`src/rtl/ftsram_pkg.sv`:
```
// Package: shared command coding for the flow-through late-write SRAM.
// Assumes: nothing beyond the decode order documented in ftsram_cmd_decode.
package ftsram_pkg;

    typedef enum logic [1:0] {
        CMD_DESEL = 2'd0,
        CMD_NOP   = 2'd1,
        CMD_READ  = 2'd2,
        CMD_WRITE = 2'd3
    } cmd_e;

endpackage

```
`src/rtl/ftsram_cmd_decode.sv`:
```
// Module: ftsram_cmd_decode
// Turns the raw control pins into one command and an edge-enable strobe.
// Assumes: all pins are sampled on the same rising edge by the consumers;
// a selected device with the load input high performs a no-op.
module ftsram_cmd_decode
    import ftsram_pkg::*;
(
    input  logic clk_en_n,
    input  logic sel_a_n,
    input  logic sel_b_n,
    input  logic sel_c,
    input  logic cmd_load_n,
    input  logic op_read,
    output logic step_en,
    output cmd_e cmd
);

    logic chip_on;

    // Purpose: decode select, load and direction into a single command.
    always_comb begin
        step_en = !clk_en_n;
        chip_on = !sel_a_n && !sel_b_n && sel_c;
        if (!chip_on)
            cmd = CMD_DESEL;
        else if (cmd_load_n)
            cmd = CMD_NOP;
        else if (op_read)
            cmd = CMD_READ;
        else
            cmd = CMD_WRITE;
    end

endmodule

```
`src/rtl/ftsram_write_pipe.sv`:
```
// Module: ftsram_write_pipe
// Two-stage write path: an address stage that holds a write's address and
// lane enables, and a late-write register that holds the word once its data
// arrives. The late write is committed on the next enabled edge.
// Assumes: all state moves only when step_en is high.
module ftsram_write_pipe
    import ftsram_pkg::*;
#(
    parameter int ADDR_W = 6,
    parameter int LANES  = 2,
    parameter int LANE_W = 9
) (
    input  logic                    clk,
    input  logic                    rst_n,
    input  logic                    step_en,
    input  cmd_e                    cmd,
    input  logic [ADDR_W-1:0]       addr,
    input  logic [LANES-1:0]        lane_wr_n,
    input  logic [LANES*LANE_W-1:0] wdata,
    output logic                    lw_valid,
    output logic [ADDR_W-1:0]       lw_addr,
    output logic [LANES-1:0]        lw_lane_n,
    output logic [LANES*LANE_W-1:0] lw_data,
    output logic                    commit_we
);

    localparam int DW = LANES * LANE_W;

    logic              wa_valid;
    logic [ADDR_W-1:0] wa_addr;
    logic [LANES-1:0]  wa_lane_n;

    // Purpose: hold the address and lane enables of a write taken this edge.
    always_ff @(posedge clk) begin
        if (!rst_n) begin
            wa_valid  <= 1'b0;
            wa_addr   <= '0;
            wa_lane_n <= '1;
        end else if (step_en) begin
            wa_valid  <= (cmd == CMD_WRITE);
            wa_addr   <= addr;
            wa_lane_n <= lane_wr_n;
        end
    end

    // Purpose: pair the trailing data word with its parked address.
    always_ff @(posedge clk) begin
        if (!rst_n) begin
            lw_valid  <= 1'b0;
            lw_addr   <= '0;
            lw_lane_n <= '1;
            lw_data   <= '0;
        end else if (step_en) begin
            lw_valid  <= wa_valid;
            lw_addr   <= wa_addr;
            lw_lane_n <= wa_lane_n;
            lw_data   <= wdata;
        end
    end

    // Purpose: a parked word is written to the array on the next enabled edge.
    always_comb commit_we = step_en && lw_valid;

    assert_data_follows_addr_R4: assert property (@(posedge clk) disable iff (!rst_n)
        (step_en && wa_valid) |=> (lw_valid && lw_addr == $past(wa_addr)));

    assert_late_write_drains_R9: assert property (@(posedge clk) disable iff (!rst_n)
        (step_en && !wa_valid) |=> !lw_valid);

    assert_stall_freezes_write_R3: assert property (@(posedge clk) disable iff (!rst_n)
        !step_en |=> ($stable(lw_valid) && $stable(lw_data) && $stable(wa_valid)));

    logic [DW-1:0] unused_width_probe;
    always_comb unused_width_probe = lw_data;

endmodule

```
`src/rtl/ftsram_store.sv`:
```
// Module: ftsram_store
// Storage array split into one memory per byte lane, with an asynchronous
// read port and a lane-masked synchronous write port.
// Assumes: the write strobe is already gated by the edge enable.
module ftsram_store #(
    parameter int ADDR_W = 6,
    parameter int LANES  = 2,
    parameter int LANE_W = 9
) (
    input  logic                    clk,
    input  logic                    rst_n,
    input  logic                    we,
    input  logic [ADDR_W-1:0]       waddr,
    input  logic [LANES-1:0]        wlane_n,
    input  logic [LANES*LANE_W-1:0] wdata,
    input  logic [ADDR_W-1:0]       raddr,
    output logic [LANES*LANE_W-1:0] rdata
);

    localparam int DEPTH = 1 << ADDR_W;

    for (genvar g = 0; g < LANES; g++) begin : g_lane
        logic [LANE_W-1:0] lane_mem [DEPTH];

        // Purpose: clear on reset, otherwise write this lane when enabled.
        always_ff @(posedge clk) begin
            if (!rst_n) begin
                for (int i = 0; i < DEPTH; i++)
                    lane_mem[i] <= '0;
            end else if (we && !wlane_n[g]) begin
                lane_mem[waddr] <= wdata[g*LANE_W +: LANE_W];
            end
        end

        // Purpose: flow-through read of this lane.
        always_comb rdata[g*LANE_W +: LANE_W] = lane_mem[raddr];

        assert_lane_commit_R5: assert property (@(posedge clk) disable iff (!rst_n)
            (we && !wlane_n[g]) |=> (lane_mem[$past(waddr)] == $past(wdata[g*LANE_W +: LANE_W])));
    end

endmodule

```
`src/rtl/ftsram_read_port.sv`:
```
// Module: ftsram_read_port
// Captures the read address and drive flag on an enabled edge and produces
// the newest word by overlaying the late-write register on the array output.
// Assumes: the late-write register holds the only write not yet in the array.
module ftsram_read_port
    import ftsram_pkg::*;
#(
    parameter int ADDR_W = 6,
    parameter int LANES  = 2,
    parameter int LANE_W = 9
) (
    input  logic                    clk,
    input  logic                    rst_n,
    input  logic                    step_en,
    input  cmd_e                    cmd,
    input  logic [ADDR_W-1:0]       addr,
    input  logic [LANES*LANE_W-1:0] arr_data,
    input  logic                    lw_valid,
    input  logic [ADDR_W-1:0]       lw_addr,
    input  logic [LANES-1:0]        lw_lane_n,
    input  logic [LANES*LANE_W-1:0] lw_data,
    output logic [ADDR_W-1:0]       raddr,
    output logic [LANES*LANE_W-1:0] rdata,
    output logic                    q_drive
);

    logic [ADDR_W-1:0] rd_addr_q;
    logic              drive_q;
    logic              lw_hit;

    // Purpose: take a new read address and drive flag on each enabled edge.
    always_ff @(posedge clk) begin
        if (!rst_n) begin
            rd_addr_q <= '0;
            drive_q   <= 1'b0;
        end else if (step_en) begin
            drive_q <= (cmd == CMD_READ);
            if (cmd == CMD_READ)
                rd_addr_q <= addr;
        end
    end

    // Purpose: detect that the parked write targets the word being read.
    always_comb begin
        raddr   = rd_addr_q;
        lw_hit  = lw_valid && (lw_addr == rd_addr_q);
        q_drive = drive_q;
    end

    for (genvar g = 0; g < LANES; g++) begin : g_merge
        // Purpose: pick the parked lane over the array lane when it is newer.
        always_comb begin
            if (lw_hit && !lw_lane_n[g])
                rdata[g*LANE_W +: LANE_W] = lw_data[g*LANE_W +: LANE_W];
            else
                rdata[g*LANE_W +: LANE_W] = arr_data[g*LANE_W +: LANE_W];
        end
    end

    assert_drive_on_read_R6: assert property (@(posedge clk) disable iff (!rst_n)
        (step_en && cmd == CMD_READ) |=> q_drive);

    assert_drive_off_otherwise_R8: assert property (@(posedge clk) disable iff (!rst_n)
        (step_en && cmd != CMD_READ) |=> !q_drive);

    assert_stall_holds_read_R3: assert property (@(posedge clk) disable iff (!rst_n)
        !step_en |=> ($stable(q_drive) && $stable(rd_addr_q) && $stable(rdata)));

endmodule

```
`src/rtl/ftsram.sv`:
```
// Module: ftsram (top)
// Flow-through late-write SRAM: command decode, two-stage write pipe,
// per-lane storage and a bypassing read port.
// Assumes: output enable permanently asserted; q_drive marks the cycles in
// which the data bus would be driven.
module ftsram
    import ftsram_pkg::*;
#(
    parameter int ADDR_W = 6,
    parameter int LANES  = 2,
    parameter int LANE_W = 9
) (
    input  logic                    clk,
    input  logic                    rst_n,
    input  logic                    clk_en_n,
    input  logic                    sel_a_n,
    input  logic                    sel_b_n,
    input  logic                    sel_c,
    input  logic                    cmd_load_n,
    input  logic                    op_read,
    input  logic [LANES-1:0]        lane_wr_n,
    input  logic [ADDR_W-1:0]       addr,
    input  logic [LANES*LANE_W-1:0] wdata,
    output logic [LANES*LANE_W-1:0] rdata,
    output logic                    q_drive
);

    localparam int DW = LANES * LANE_W;

    logic              step_en;
    cmd_e              cmd;
    logic              lw_valid;
    logic [ADDR_W-1:0] lw_addr;
    logic [LANES-1:0]  lw_lane_n;
    logic [DW-1:0]     lw_data;
    logic              commit_we;
    logic [ADDR_W-1:0] raddr;
    logic [DW-1:0]     arr_data;

    ftsram_cmd_decode u_decode (
        .clk_en_n   (clk_en_n),
        .sel_a_n    (sel_a_n),
        .sel_b_n    (sel_b_n),
        .sel_c      (sel_c),
        .cmd_load_n (cmd_load_n),
        .op_read    (op_read),
        .step_en    (step_en),
        .cmd        (cmd)
    );

    ftsram_write_pipe #(.ADDR_W(ADDR_W), .LANES(LANES), .LANE_W(LANE_W)) u_wpipe (
        .clk       (clk),
        .rst_n     (rst_n),
        .step_en   (step_en),
        .cmd       (cmd),
        .addr      (addr),
        .lane_wr_n (lane_wr_n),
        .wdata     (wdata),
        .lw_valid  (lw_valid),
        .lw_addr   (lw_addr),
        .lw_lane_n (lw_lane_n),
        .lw_data   (lw_data),
        .commit_we (commit_we)
    );

    ftsram_store #(.ADDR_W(ADDR_W), .LANES(LANES), .LANE_W(LANE_W)) u_store (
        .clk     (clk),
        .rst_n   (rst_n),
        .we      (commit_we),
        .waddr   (lw_addr),
        .wlane_n (lw_lane_n),
        .wdata   (lw_data),
        .raddr   (raddr),
        .rdata   (arr_data)
    );

    ftsram_read_port #(.ADDR_W(ADDR_W), .LANES(LANES), .LANE_W(LANE_W)) u_rport (
        .clk       (clk),
        .rst_n     (rst_n),
        .step_en   (step_en),
        .cmd       (cmd),
        .addr      (addr),
        .arr_data  (arr_data),
        .lw_valid  (lw_valid),
        .lw_addr   (lw_addr),
        .lw_lane_n (lw_lane_n),
        .lw_data   (lw_data),
        .raddr     (raddr),
        .rdata     (rdata),
        .q_drive   (q_drive)
    );

    assert_deselect_quiet_R1: assert property (@(posedge clk) disable iff (!rst_n)
        (!clk_en_n && (sel_a_n || sel_b_n || !sel_c)) |=> !q_drive);

    assert_noop_quiet_R2: assert property (@(posedge clk) disable iff (!rst_n)
        (!clk_en_n && !sel_a_n && !sel_b_n && sel_c && cmd_load_n) |=> !q_drive);

endmodule

```
`config.mk`:
```
export PLATFORM = sky130hd
export DESIGN_NAME = ftsram
export DESIGN_NICKNAME = d
export VERILOG_FILES = /design/src/rtl/ftsram_pkg.sv /design/src/rtl/ftsram_cmd_decode.sv /design/src/rtl/ftsram_write_pipe.sv /design/src/rtl/ftsram_store.sv /design/src/rtl/ftsram_read_port.sv /design/src/rtl/ftsram.sv
export SDC_FILE = /design/constraint.sdc
export NUM_CORES = 2
export LEC_CHECK = 0
export BUFFER_PORTS_ARGS = -buffer_cell sky130_fd_sc_hd__clkbuf_2
export CAP_MARGIN = 20
export CORE_ASPECT_RATIO = 1.25
export CORE_UTILIZATION = 38
export CTS_CLUSTER_DIAMETER = 60
export DETAILED_ROUTE_END_ITERATION = 7
export GPL_ROUTABILITY_DRIVEN = 1
export PLACE_DENSITY_LB_ADDON = 0.3
export SLEW_MARGIN = 20
export SYNTH_ARGS = -nofsm -noshare
export SYNTH_HDL_FRONTEND = slang
export SYNTH_SLANG_ARGS = --single-unit
```
`constraint.sdc`:
```
create_clock -name clk -period 3.75 [get_ports clk]
set_clock_uncertainty 0.2 [all_clocks]
set_input_delay 0.5625 -clock clk [delete_from_list [all_inputs] [get_ports clk]]
set_output_delay 0.5625 -clock clk [all_outputs]
set_load 0.01 [all_outputs]
```
==> impl_metrics.tcl <==
set metrics [dict create \
    outcome "finished, violations left" \
    violations "design-rule violations, negative setup slack" \
    dr.pass1.iters 7 \
    relSlewSlack 0.307 \
    synthesis.area_sq_um 54900 \
    path_class "reg2out" \
    fin_nets 4049 \
    hp-class "in2reg" \
    synth_warnings 0 \
    critPathMaxFanout 22 \
    cp.arrival_ns 3.27 \
    synthCells 3691 \
    dp.final_hpwl_mm 103 \
    async_reset_ff_frac 0 \
    finalCriticalPeriod_ns 4.04 \
    area_growth_pct 19.4 \
    grt_pass1_vias 32896 \
    syn-num-nets 3725 \
    required_ns 2.99 \
    syn_area_per_cell_sq_um 14.9 \
    end_kind "primary output" \
    initial_core_util 0.384 \
    drt-initial-drc-count 3511 \
    p_comb_frac 0.047 \
    drcViolationCount 24 \
    routedWlPerCell_um 26.6 \
    clockPowerShare 0.436 \
    antenna_found_initial 3 \
    viasPerCell 5.45 \
    leakage_nw 23.4 \
    cts_sinks 1201 \
    rsz0062_at_grt "true" \
    rows 155 \
    finalHoldViolations 0 \
    fin_setup_tns_ns -3.55 \
    cts_max_level 4 \
    drive_above_1_share 0.257 \
    grt_pass1_wl_mm 228 \
    numPlacedInstances 5650 \
    p_seq_frac 0.518 \
    setup_ws_ns -0.286 \
    power.internal_mw 23.1 \
    cts_max_path_buffers 3 \
    clk_latency_ns 0.76 \
    final_util 0.458 \
    setup_violations 18 \
    max_freq_ghz 0.248 \
    fin_crit_sh 1.08 \
    cts_root_buffer "clkbuf_16" \
    vias 32686 \
    coreArea_sq_um 143000 \
    worstSetupStartpointType "flip-flop" \
    path_clk_slew_ns 0.06 \
    grt_max_degree 75 \
    synth_flop_cell "edfxtp_1" \
    drtAntennaViolNets 0 \
    irDropWorstVdd_mv 0.428 \
    p_sw_mw 6.39 \
    grt_usage 0.217 \
    grt_overflow 0 \
    tightest_slew_ns 1.04 \
    final_cells 6001 \
    cts_tree "done" \
    cts_buffers 131 \
    ys_ff_latch 1201 \
    ys_seq_area_frac 0.648 \
    maxCapViolCount 0 \
    die_w_um 342 \
    final_max_slew_viol_count 0 \
    dieArea_sq_um 146000 \
    ios 53 \
    synth-edff-count 1152 \
    layout_common_cells "1156 x and2_1, 1152 x edfxtp_1, 331 x buf_4" \
    ys_types 49 \
    sw_frac_of_total 0.216 \
    io_buffer_count 52 \
    finalWeightedCongestion 0.834 \
    routed_wirelength_mm 160 \
    power_density_nw_per_um2 450 \
    die_h_um 427 \
    final_common_cell "and2_1" \
]
logic make-up after synthesis:
| kind of cell | Yosys count | synth area share |
|---|---|---|
| AOI/OAI and AO/OA | 306 | 0.0360 |
| xor gates and xnor gates | 6 | 0.000957 |
| buffers and inverters | 304 | 0.0234 |
| DFF | 1201 | 0.648 |
| muxes | 423 | 0.136 |
| and+or+nand+nor | 1451 | 0.156 |
cell type report:
cell class	instances	area (sq um)
antenna	2	5.00
clock buffer	170	3580
clock inverter	63	628
fill	12463	77500
inverter	2	11.3
multi-input combinational	2186	18700
sequential	1201	35600
tap	1884	2360
timing repair buffer	493	4710
critical path, stage by stage (launching register included):
cell	delay [ns]
dfxtp_2	0.68
clkinv_2	0.29
nor2_2	0.21
buf_12	0.23
a22oi_1	0.12
buf_4	0.17
a31oi_2	0.34
a32o_1	0.29
clkbuf_2	0.16
power groups by stage:
stage	logic, mW	clock network [mW]	registers, mW
global placement	1.28	0	15.6
detailed placement	1.29	0	15.6
floorplan	0.692	0	15.5
global route	1.45	13.5	15.3
finish	1.38	12.9	15.3
CTS	1.36	13.0	15.3
per-layer routing:
layer	vias up	GRT usage	part of all wire
met1	16902	0.279	0.40
met3	241	0.0313	0.064
met2	1243	0.367	0.50
met5	-	0	0.000081
li1	14298	-	-
met4	2	0.0844	0.035
synthesized netlist by cell type (all sizes together), types with 6 or more instances:
master / number / area, sq um
nand2: 53 / 199
a221oi: 11 / 96.3
nor2b: 47 / 297
a22oi: 71 / 533
mux2: 25 / 282
a32o: 11 / 110
buf: 72 / 417
a31oi: 28 / 175
dfxtp: 49 / 981
o21ai: 129 / 646
edfxtp: 1152 / 34600
nand3b: 7 / 52.6
xnor2: 6 / 52.6
and2: 1156 / 7230
nand3: 22 / 110
nor3: 6 / 30.0
o22a: 14 / 123
a21oi: 13 / 65.1
mux2i: 143 / 1430
mux4: 255 / 5740
clkbuf: 230 / 863
nor2: 139 / 524
o211ai: 12 / 90.1
state kept, by name, indices dropped and copies added (netlist names), named ones only:
| name | count |
|---|---|
| u_wpipe.lw_data | 18 |
| u_wpipe.wa_addr | 6 |
| u_rport.q_drive | 1 |
| u_wpipe.wa_valid | 1 |
| u_wpipe.lw_valid | 1 |
| u_wpipe.lw_addr | 6 |
| u_rport.raddr | 6 |
| u_wpipe.lw_lane_n | 2 |
| u_wpipe.wa_lane_n | 2 |
| u_store.g_lane.lane_mem | 1152 |
through the flow:
step                area [sq um]  worst slack (ns)  power, mW  hold slack [ns]
floorplan                  54900             0.912       16.1            0.241
global placement           59000            -0.182       16.8            0.263
detailed placement         59000            -0.158       16.9            0.270
CTS                        64700            -0.358       29.7           0.0265
global route               65600            -0.339       30.3           0.0673
finish                     65600            -0.286       29.5           0.0717
path summary, 6_finish.rpt:
kind	start	to	slack, ns	cells after the start
setup / recovery	flip-flop	rdata[13]	-0.29	8
hold / removal	addr[0]	u_wpipe.wa_addr[0]	0.07	3
setup reg to reg	u_wpipe.lw_valid	u_store.g_lane[0].lane_mem[12][0]	0.45	5
hold reg to reg	u_rport.q_drive	u_rport.q_drive	0.28	2
timing repair:
item | 4_1_cts | 5_1_grt
setup endpoints to repair | 18 | 18
buffers inserted | 39 | 34
hold buffers | 25 | 0
cloned | 9 | 11
gates resized for setup | 127 | 79
pin swaps | 12 | 23
endpoints found under the hold margin | 29 | 0
Note: power is estimated with default switching activity, not from simulation.
